### src/rtl/ff1_pkg.sv
`timescale 1ns/1ps
package ff1_pkg;
  localparam int unsigned DATA_W   = 32;
  localparam int unsigned INSTR_W  = 16;
  localparam int unsigned NUM_REGS = 8;
  localparam int unsigned IDX_W    = $clog2(NUM_REGS);
  localparam int unsigned CNT_W    = $clog2(DATA_W) + 1;
  localparam int unsigned OPC_W    = INSTR_W - IDX_W;
  localparam logic [OPC_W-1:0] OPC_FF1 = 13'b0000010011000;

  // condition code bit positions
  localparam int unsigned CC_C = 0;
  localparam int unsigned CC_V = 1;
  localparam int unsigned CC_Z = 2;
  localparam int unsigned CC_N = 3;
  localparam int unsigned CC_X = 4;
  localparam int unsigned CC_W = 5;

  typedef struct packed {
    logic             hit;
    logic [IDX_W-1:0] idx;
  } dec_t;
endpackage

### src/rtl/ff1_decode.sv
`timescale 1ns/1ps
module ff1_decode
  import ff1_pkg::*;
#(
  parameter int unsigned IW = INSTR_W,
  parameter int unsigned XW = IDX_W,
  parameter logic [IW-XW-1:0] OPC = OPC_FF1
) (
  input  logic          valid_i,
  input  logic [IW-1:0] instr_i,
  output logic          hit_o,
  output logic [XW-1:0] idx_o
);
  localparam int unsigned OW = IW - XW;

  logic [OW-1:0] opc_field;

  assign opc_field = instr_i[IW-1:XW];
  assign hit_o     = valid_i && (opc_field == OPC);
  assign idx_o     = instr_i[XW-1:0];
endmodule

### src/rtl/ff1_scan.sv
`timescale 1ns/1ps
module ff1_scan #(
  parameter int unsigned W  = 32,
  parameter int unsigned CW = $clog2(W) + 1
) (
  input  logic [W-1:0]  data_i,
  output logic [CW-1:0] cnt_o,
  output logic          zero_o,
  output logic          msb_o
);
  logic [CW-1:0] cnt;

  // ascending walk: the last hit is the highest set bit
  always_comb begin
    cnt = CW'(W);
    for (int i = 0; i < int'(W); i++) begin
      if (data_i[i]) cnt = CW'(int'(W) - 1 - i);
    end
  end

  assign cnt_o  = cnt;
  assign zero_o = ~|data_i;
  assign msb_o  = data_i[W-1];
endmodule

### src/rtl/ff1_regfile.sv
`timescale 1ns/1ps
module ff1_regfile #(
  parameter int unsigned W  = 32,
  parameter int unsigned N  = 8,
  parameter int unsigned XW = $clog2(N)
) (
  input  logic          clk_i,
  input  logic          rst_ni,
  input  logic          wb_en_i,
  input  logic [XW-1:0] wb_idx_i,
  input  logic [W-1:0]  wb_data_i,
  input  logic          ld_en_i,
  input  logic [XW-1:0] ld_idx_i,
  input  logic [W-1:0]  ld_data_i,
  input  logic [XW-1:0] rs_idx_i,
  output logic [W-1:0]  rs_data_o,
  input  logic [XW-1:0] obs_idx_i,
  output logic [W-1:0]  obs_data_o
);
  logic [W-1:0] regs_q [N];

  for (genvar g = 0; g < int'(N); g++) begin : g_reg
    always_ff @(posedge clk_i or negedge rst_ni) begin
      if (!rst_ni) begin
        regs_q[g] <= '0;
      end else if (ld_en_i && ld_idx_i == XW'(g)) begin
        regs_q[g] <= ld_data_i;   // preset wins over write-back
      end else if (wb_en_i && wb_idx_i == XW'(g)) begin
        regs_q[g] <= wb_data_i;
      end
    end
  end

  assign rs_data_o  = regs_q[rs_idx_i];
  assign obs_data_o = regs_q[obs_idx_i];
endmodule

### src/rtl/ff1_ccr.sv
`timescale 1ns/1ps
module ff1_ccr
  import ff1_pkg::*;
(
  input  logic            clk_i,
  input  logic            rst_ni,
  input  logic            upd_i,
  input  logic            n_i,
  input  logic            z_i,
  output logic [CC_W-1:0] ccr_o
);
  logic [CC_W-1:0] ccr_q;
  logic [CC_W-1:0] ccr_d;

  always_comb begin
    ccr_d = ccr_q;
    if (upd_i) begin
      ccr_d[CC_N] = n_i;
      ccr_d[CC_Z] = z_i;
      ccr_d[CC_V] = 1'b0;
      ccr_d[CC_C] = 1'b0;
    end
  end

  always_ff @(posedge clk_i or negedge rst_ni) begin
    if (!rst_ni) ccr_q <= '0;
    else         ccr_q <= ccr_d;
  end

  assign ccr_o = ccr_q;
endmodule

### src/rtl/ff1_unit.sv
`timescale 1ns/1ps
module ff1_unit
  import ff1_pkg::*;
(
  input  logic               clk_i,
  input  logic               rst_ni,
  input  logic               instr_valid_i,
  input  logic [INSTR_W-1:0] instr_i,
  input  logic               load_en_i,
  input  logic [IDX_W-1:0]   load_idx_i,
  input  logic [DATA_W-1:0]  load_data_i,
  input  logic [IDX_W-1:0]   rd_idx_i,
  output logic [DATA_W-1:0]  rd_data_o,
  output logic [CC_W-1:0]    ccr_o,
  output logic               wb_en_o,
  output logic [IDX_W-1:0]   wb_idx_o,
  output logic [DATA_W-1:0]  wb_data_o
);
  dec_t              dec;
  logic [DATA_W-1:0] src_data;
  logic [CNT_W-1:0]  cnt;
  logic              src_zero;
  logic              src_msb;

  ff1_decode u_dec (
    .valid_i (instr_valid_i),
    .instr_i (instr_i),
    .hit_o   (dec.hit),
    .idx_o   (dec.idx)
  );

  ff1_regfile #(.W(DATA_W), .N(NUM_REGS)) u_rf (
    .clk_i      (clk_i),
    .rst_ni     (rst_ni),
    .wb_en_i    (dec.hit),
    .wb_idx_i   (dec.idx),
    .wb_data_i  (wb_data_o),
    .ld_en_i    (load_en_i),
    .ld_idx_i   (load_idx_i),
    .ld_data_i  (load_data_i),
    .rs_idx_i   (dec.idx),
    .rs_data_o  (src_data),
    .obs_idx_i  (rd_idx_i),
    .obs_data_o (rd_data_o)
  );

  ff1_scan #(.W(DATA_W), .CW(CNT_W)) u_scan (
    .data_i (src_data),
    .cnt_o  (cnt),
    .zero_o (src_zero),
    .msb_o  (src_msb)
  );

  ff1_ccr u_ccr (
    .clk_i  (clk_i),
    .rst_ni (rst_ni),
    .upd_i  (dec.hit),
    .n_i    (src_msb),
    .z_i    (src_zero),
    .ccr_o  (ccr_o)
  );

  assign wb_en_o   = dec.hit;
  assign wb_idx_o  = dec.idx;
  assign wb_data_o = {{(DATA_W-CNT_W){1'b0}}, cnt};
endmodule

### config.mk
export PLATFORM = sky130hd
export DESIGN_NAME = ff1_unit
export DESIGN_NICKNAME = d
export VERILOG_FILES = /design/src/rtl/ff1_pkg.sv /design/src/rtl/ff1_decode.sv /design/src/rtl/ff1_scan.sv /design/src/rtl/ff1_regfile.sv /design/src/rtl/ff1_ccr.sv /design/src/rtl/ff1_unit.sv
export SDC_FILE = /design/constraint.sdc
export NUM_CORES = 1
export LEC_CHECK = 0
export ABC_CLOCK_PERIOD_IN_PS = 4100
export BUFFER_PORTS_ARGS = -buffer_cell sky130_fd_sc_hd__clkbuf_2
export CORE_UTILIZATION = 56
export DETAILED_ROUTE_END_ITERATION = 10
export PLACE_DENSITY_LB_ADDON = 0.2
export SYNTH_ARGS = -nofsm -noshare
export SYNTH_HDL_FRONTEND = slang
export SYNTH_HIERARCHICAL = 1
export SYNTH_SLANG_ARGS = --single-unit
### constraint.sdc
create_clock -name clk_i -period 4.1 [get_ports clk_i]
set_input_delay 1.025 -clock clk_i [delete_from_list [all_inputs] [get_ports clk_i]]
set_output_delay 1.025 -clock clk_i [all_outputs]
set_load 0.1 [all_outputs]
==> flow_summary.json <==
{
  "peakVddDrop_v": 0.000378,
  "clock_sinks": 258,
  "grt_usage_pct": 32.4,
  "viasPerCell": 6.37,
  "net_sw_power_uw": 3450,
  "internal_power_uw": 6090,
  "post_synth_and_or_nand_nor_area_fraction_pct": 8.27,
  "grt_antenna_before_repair": 1,
  "fin_setup_tns_ns": -2.05,
  "clkPwrFrac_pct": 27.4,
  "core.rowCount": 63,
  "total_i_o_pin_count": 131,
  "initialDrtViolationCount": 1153,
  "critical_path_class": "input pin to primary output",
  "report.power.total_uw": 9550,
  "die_height_um": 177,
  "timing.hold.worst.class": "input pin to asynchronous set/reset pin",
  "fmax_mhz": 221,
  "cts.clk_slew.worst_paths_ns": 0.06,
  "syn-cell-area_um2": 17100,
  "max_slew_headroom_pct": 41.3,
  "synth-compound-area-share_pct": 8.40,
  "synth_adder_area_share_pct": 0,
  "final.min_clock_period_ns": 4.52,
  "async_flop_share_pct": 100,
  "seqPwrFrac_pct": 36.2,
  "cellPowerDensity_nw_per_um2": 476,
  "synth_seq_area_share_pct": 37.7,
  "routabilityCongestion": 0.860,
  "timing.max_cap.violations": 0,
  "antenna_cells": 0,
  "largest_family_of_logic_cells_by_synthesized_area": "multiplexers",
  "antenna_left": 0,
  "synthToLayoutAreaGrowth_pct": 17.2,
  "synth_enable_flop_cells": 0,
  "overall_die_area_um2": 31200,
  "data_arrival_time_of_the_worst_path_ns": 3.50,
  "failed_checks": "negative setup slack",
  "cts_inserted_buffers": 29,
  "synthesized_instance_count": 1530,
  "num-nets-final": 1682,
  "switching_share_pct": 36.2,
  "final_period_util_pct": 110,
  "cts_tree": "done",
  "yosysWarningCount": 6,
  "ys_dominant_reg_cell": "sky130_fd_sc_hd__dfrtp_1",
  "synth_mux_area_share_pct": 38.0,
  "wirelength_mm": 49.6,
  "drt_pre_antenna_iters": 5,
  "fin_clk_skew_ns": 0.0153,
  "grt_setup_unrepaired": "yes",
  "die_width_um": 177,
  "grt_pass1_wl_mm": 76.4,
  "synth_xor_xnor_area_share_pct": 0,
  "post_cts_hold_buffer_count": 0,
  "root_buffer": "sky130_fd_sc_hd__clkbuf_16",
  "pin_count_of_the_biggest_net_entering_global_routing": 103,
  "start_util_pct": 57.3,
  "critPathLaunchType": "input pin",
  "fin_ws_ns": -0.423,
  "p_leak_uw": 0.00899,
  "vias_in_the_first_global_route": 12800,
  "run_status": "finished with violations",
  "layout-drive-gt1-share_pct": 27.3,
  "synth-seq-cells": 258,
  "hold_violations": 0,
  "post_drt_wl_per_cell_um": 24.4,
  "globalRouteOverflowTotal": 0,
  "critPathRequiredTime_ns": 3.07,
  "vias": 13000,
  "pwr-share-comb_pct": 36.4,
  "final-max-slew-violation-count": 0,
  "post-dp-hpwl_mm": 29.9,
  "number_of_h_tree_levels": 1,
  "drc_errors": 0,
  "clock_tree.buffer_depth": 3,
  "numPortBuffers": 101,
  "core_um2": 29900,
  "critical_path_sink_type": "primary output",
  "worst_pin_slew_ns": 0.881,
  "clk_latency_ns": 0.56,
  "final-setup-viol-count": 6,
  "synth_area_per_cell_um2": 11.2,
  "cp_max_fo": 7,
  "ys_types": 46
}
metrics by stage:
step / cell area, um^2 / hold slack (ns) / utilization, % / cells / worst slack, ns
3_3_place_gp: 18600 / 0.492 / 62.3 / 1959 / -0.654
2_1_floorplan: 17500 / 0.522 / - / 1583 / -0.872
4_1_cts: 20000 / 0.517 / 66.8 / 2029 / -0.385
6_report: 20000 / 0.511 / 67.1 / 2035 / -0.423
5_1_grt: 20000 / 0.526 / 67.1 / 2035 / -0.476
3_5_place_dp: 18600 / 0.502 / 62.3 / 1959 / -0.670
placed cells by master, fill, tap and decap left out, types with 7 or more instances in the layout:
cell / instances
sky130_fd_sc_hd__mux2i_1: 256
sky130_fd_sc_hd__o21ai_0: 98
sky130_fd_sc_hd__nor4_4: 7
sky130_fd_sc_hd__clkbuf_16: 29
sky130_fd_sc_hd__clkinv_2: 10
sky130_fd_sc_hd__buf_4: 101
sky130_fd_sc_hd__dfrtp_1: 258
sky130_fd_sc_hd__conb_1: 55
sky130_fd_sc_hd__a21oi_1: 132
sky130_fd_sc_hd__nor2_1: 135
sky130_fd_sc_hd__mux2_4: 23
sky130_fd_sc_hd__nand2_1: 130
sky130_fd_sc_hd__buf_6: 10
sky130_fd_sc_hd__o21ai_1: 31
sky130_fd_sc_hd__mux4_1: 68
sky130_fd_sc_hd__mux2_2: 43
sky130_fd_sc_hd__buf_12: 40
sky130_fd_sc_hd__clkbuf_2: 70
sky130_fd_sc_hd__mux4_2: 60
flip-flops by register name, summed over array words and instances, names as in the netlist:
| signal | count |
|---|---|
| u_ccr/ccr_o | 2 |
| u_rf/regs_q | 256 |
final timing paths:
path,startpoint,slack (ns),end,cells past startpoint
worst min-delay path,rst_ni,0.51,u_rf/regs_q[196],1
worst max register to register,u_rf/regs_q[67],1.12,u_rf/regs_q[192],12
worst max-delay path,instr_i[0],-0.42,wb_data_o[2],10
min in group clk_i,u_ccr/ccr_o[2],0.51,u_ccr/ccr_o[2],1
max in group asynchronous,rst_ni,2.56,u_rf/regs_q[180],2
worst min register to register,u_ccr/ccr_o[2],0.51,u_ccr/ccr_o[2],1
cells in the mapped netlist, types with 2 or more instances:
cell | n | share of area [%]
sky130_fd_sc_hd__a2111oi_0 | 2 | 0.10
sky130_fd_sc_hd__a21oi_1 | 135 | 3.9
sky130_fd_sc_hd__and4bb_2 | 2 | 0.15
sky130_fd_sc_hd__buf_1 | 36 | 0.79
sky130_fd_sc_hd__buf_2 | 69 | 2.0
sky130_fd_sc_hd__buf_4 | 40 | 1.8
sky130_fd_sc_hd__buf_6 | 27 | 1.8
sky130_fd_sc_hd__clkbuf_1 | 49 | 1.1
sky130_fd_sc_hd__conb_1 | 2 | 0.044
sky130_fd_sc_hd__dfrtp_1 | 258 | 38
sky130_fd_sc_hd__inv_1 | 6 | 0.13
sky130_fd_sc_hd__mux2_2 | 63 | 4.1
sky130_fd_sc_hd__mux2_4 | 3 | 0.26
sky130_fd_sc_hd__mux2i_1 | 256 | 15
sky130_fd_sc_hd__mux4_1 | 80 | 12
sky130_fd_sc_hd__mux4_2 | 48 | 6.3
sky130_fd_sc_hd__nand2_1 | 132 | 2.9
sky130_fd_sc_hd__nand4_1 | 2 | 0.073
sky130_fd_sc_hd__nand4b_1 | 6 | 0.31
sky130_fd_sc_hd__nor2_1 | 138 | 3.0
sky130_fd_sc_hd__nor3_1 | 5 | 0.15
sky130_fd_sc_hd__nor4_1 | 9 | 0.33
sky130_fd_sc_hd__nor4b_2 | 2 | 0.18
sky130_fd_sc_hd__nor4b_4 | 2 | 0.28
sky130_fd_sc_hd__nor4bb_1 | 4 | 0.23
sky130_fd_sc_hd__o21ai_0 | 100 | 2.9
sky130_fd_sc_hd__o21ai_1 | 30 | 0.88
sky130_fd_sc_hd__o31ai_1 | 4 | 0.18
sky130_fd_sc_hd__or4_1 | 2 | 0.088
sky130_fd_sc_hd__or4_4 | 2 | 0.13
area by class of cell:
cell class,count,area [um^2]
Clock buffer,39,823
Clock inverter,13,119
Fill cell,2231,9830
Inverter,6,22.5
Multi-Input combinational cell,1098,9900
Sequential cell,258,6460
Tap cell,390,488
Timing Repair Buffer,231,2240
routing by layer:
layer	part of all wire, %	GRT usage (%)
met1	40	43.3
met2	49	53.0
met3	7.4	5.37
met4	3.6	12.3
met5	0.034	0
cells by family after synthesis:
logic type	count (synthesis)
other	2
AND/OR/NAND/NOR	314
flip-flops	258
buffers and inverters	227
multiplexers	450
AO/OA/AOI/OAI	279
worst max-delay path, cell delays in order:
cell	delay [ns]
sky130_fd_sc_hd__buf_16	0.14
sky130_fd_sc_hd__buf_8	0.15
sky130_fd_sc_hd__buf_6	0.09
sky130_fd_sc_hd__mux4_2	0.48
sky130_fd_sc_hd__mux2_4	0.29
sky130_fd_sc_hd__or4_4	0.61
sky130_fd_sc_hd__o21ai_2	0.20
sky130_fd_sc_hd__nand2_2	0.09
sky130_fd_sc_hd__a21boi_4	0.21
sky130_fd_sc_hd__buf_12	0.20
power groups by stage:
stage,Sequential [uW],Combinational [uW],Clock [uW]
3_3_place_gp,3440,3220,0
4_1_cts,3440,3420,2650
3_5_place_dp,3470,3280,0
6_report,3460,3470,2610
5_1_grt,3510,3670,2770
2_1_floorplan,3310,2460,0
repair_timing:
action	CTS	global route
gates resized for setup	53	21
setup endpoints to repair	6	6
pin swaps	13	13
gates cloned	4	0
setup buffers	14	6
(Power assumes the default switching activity.)
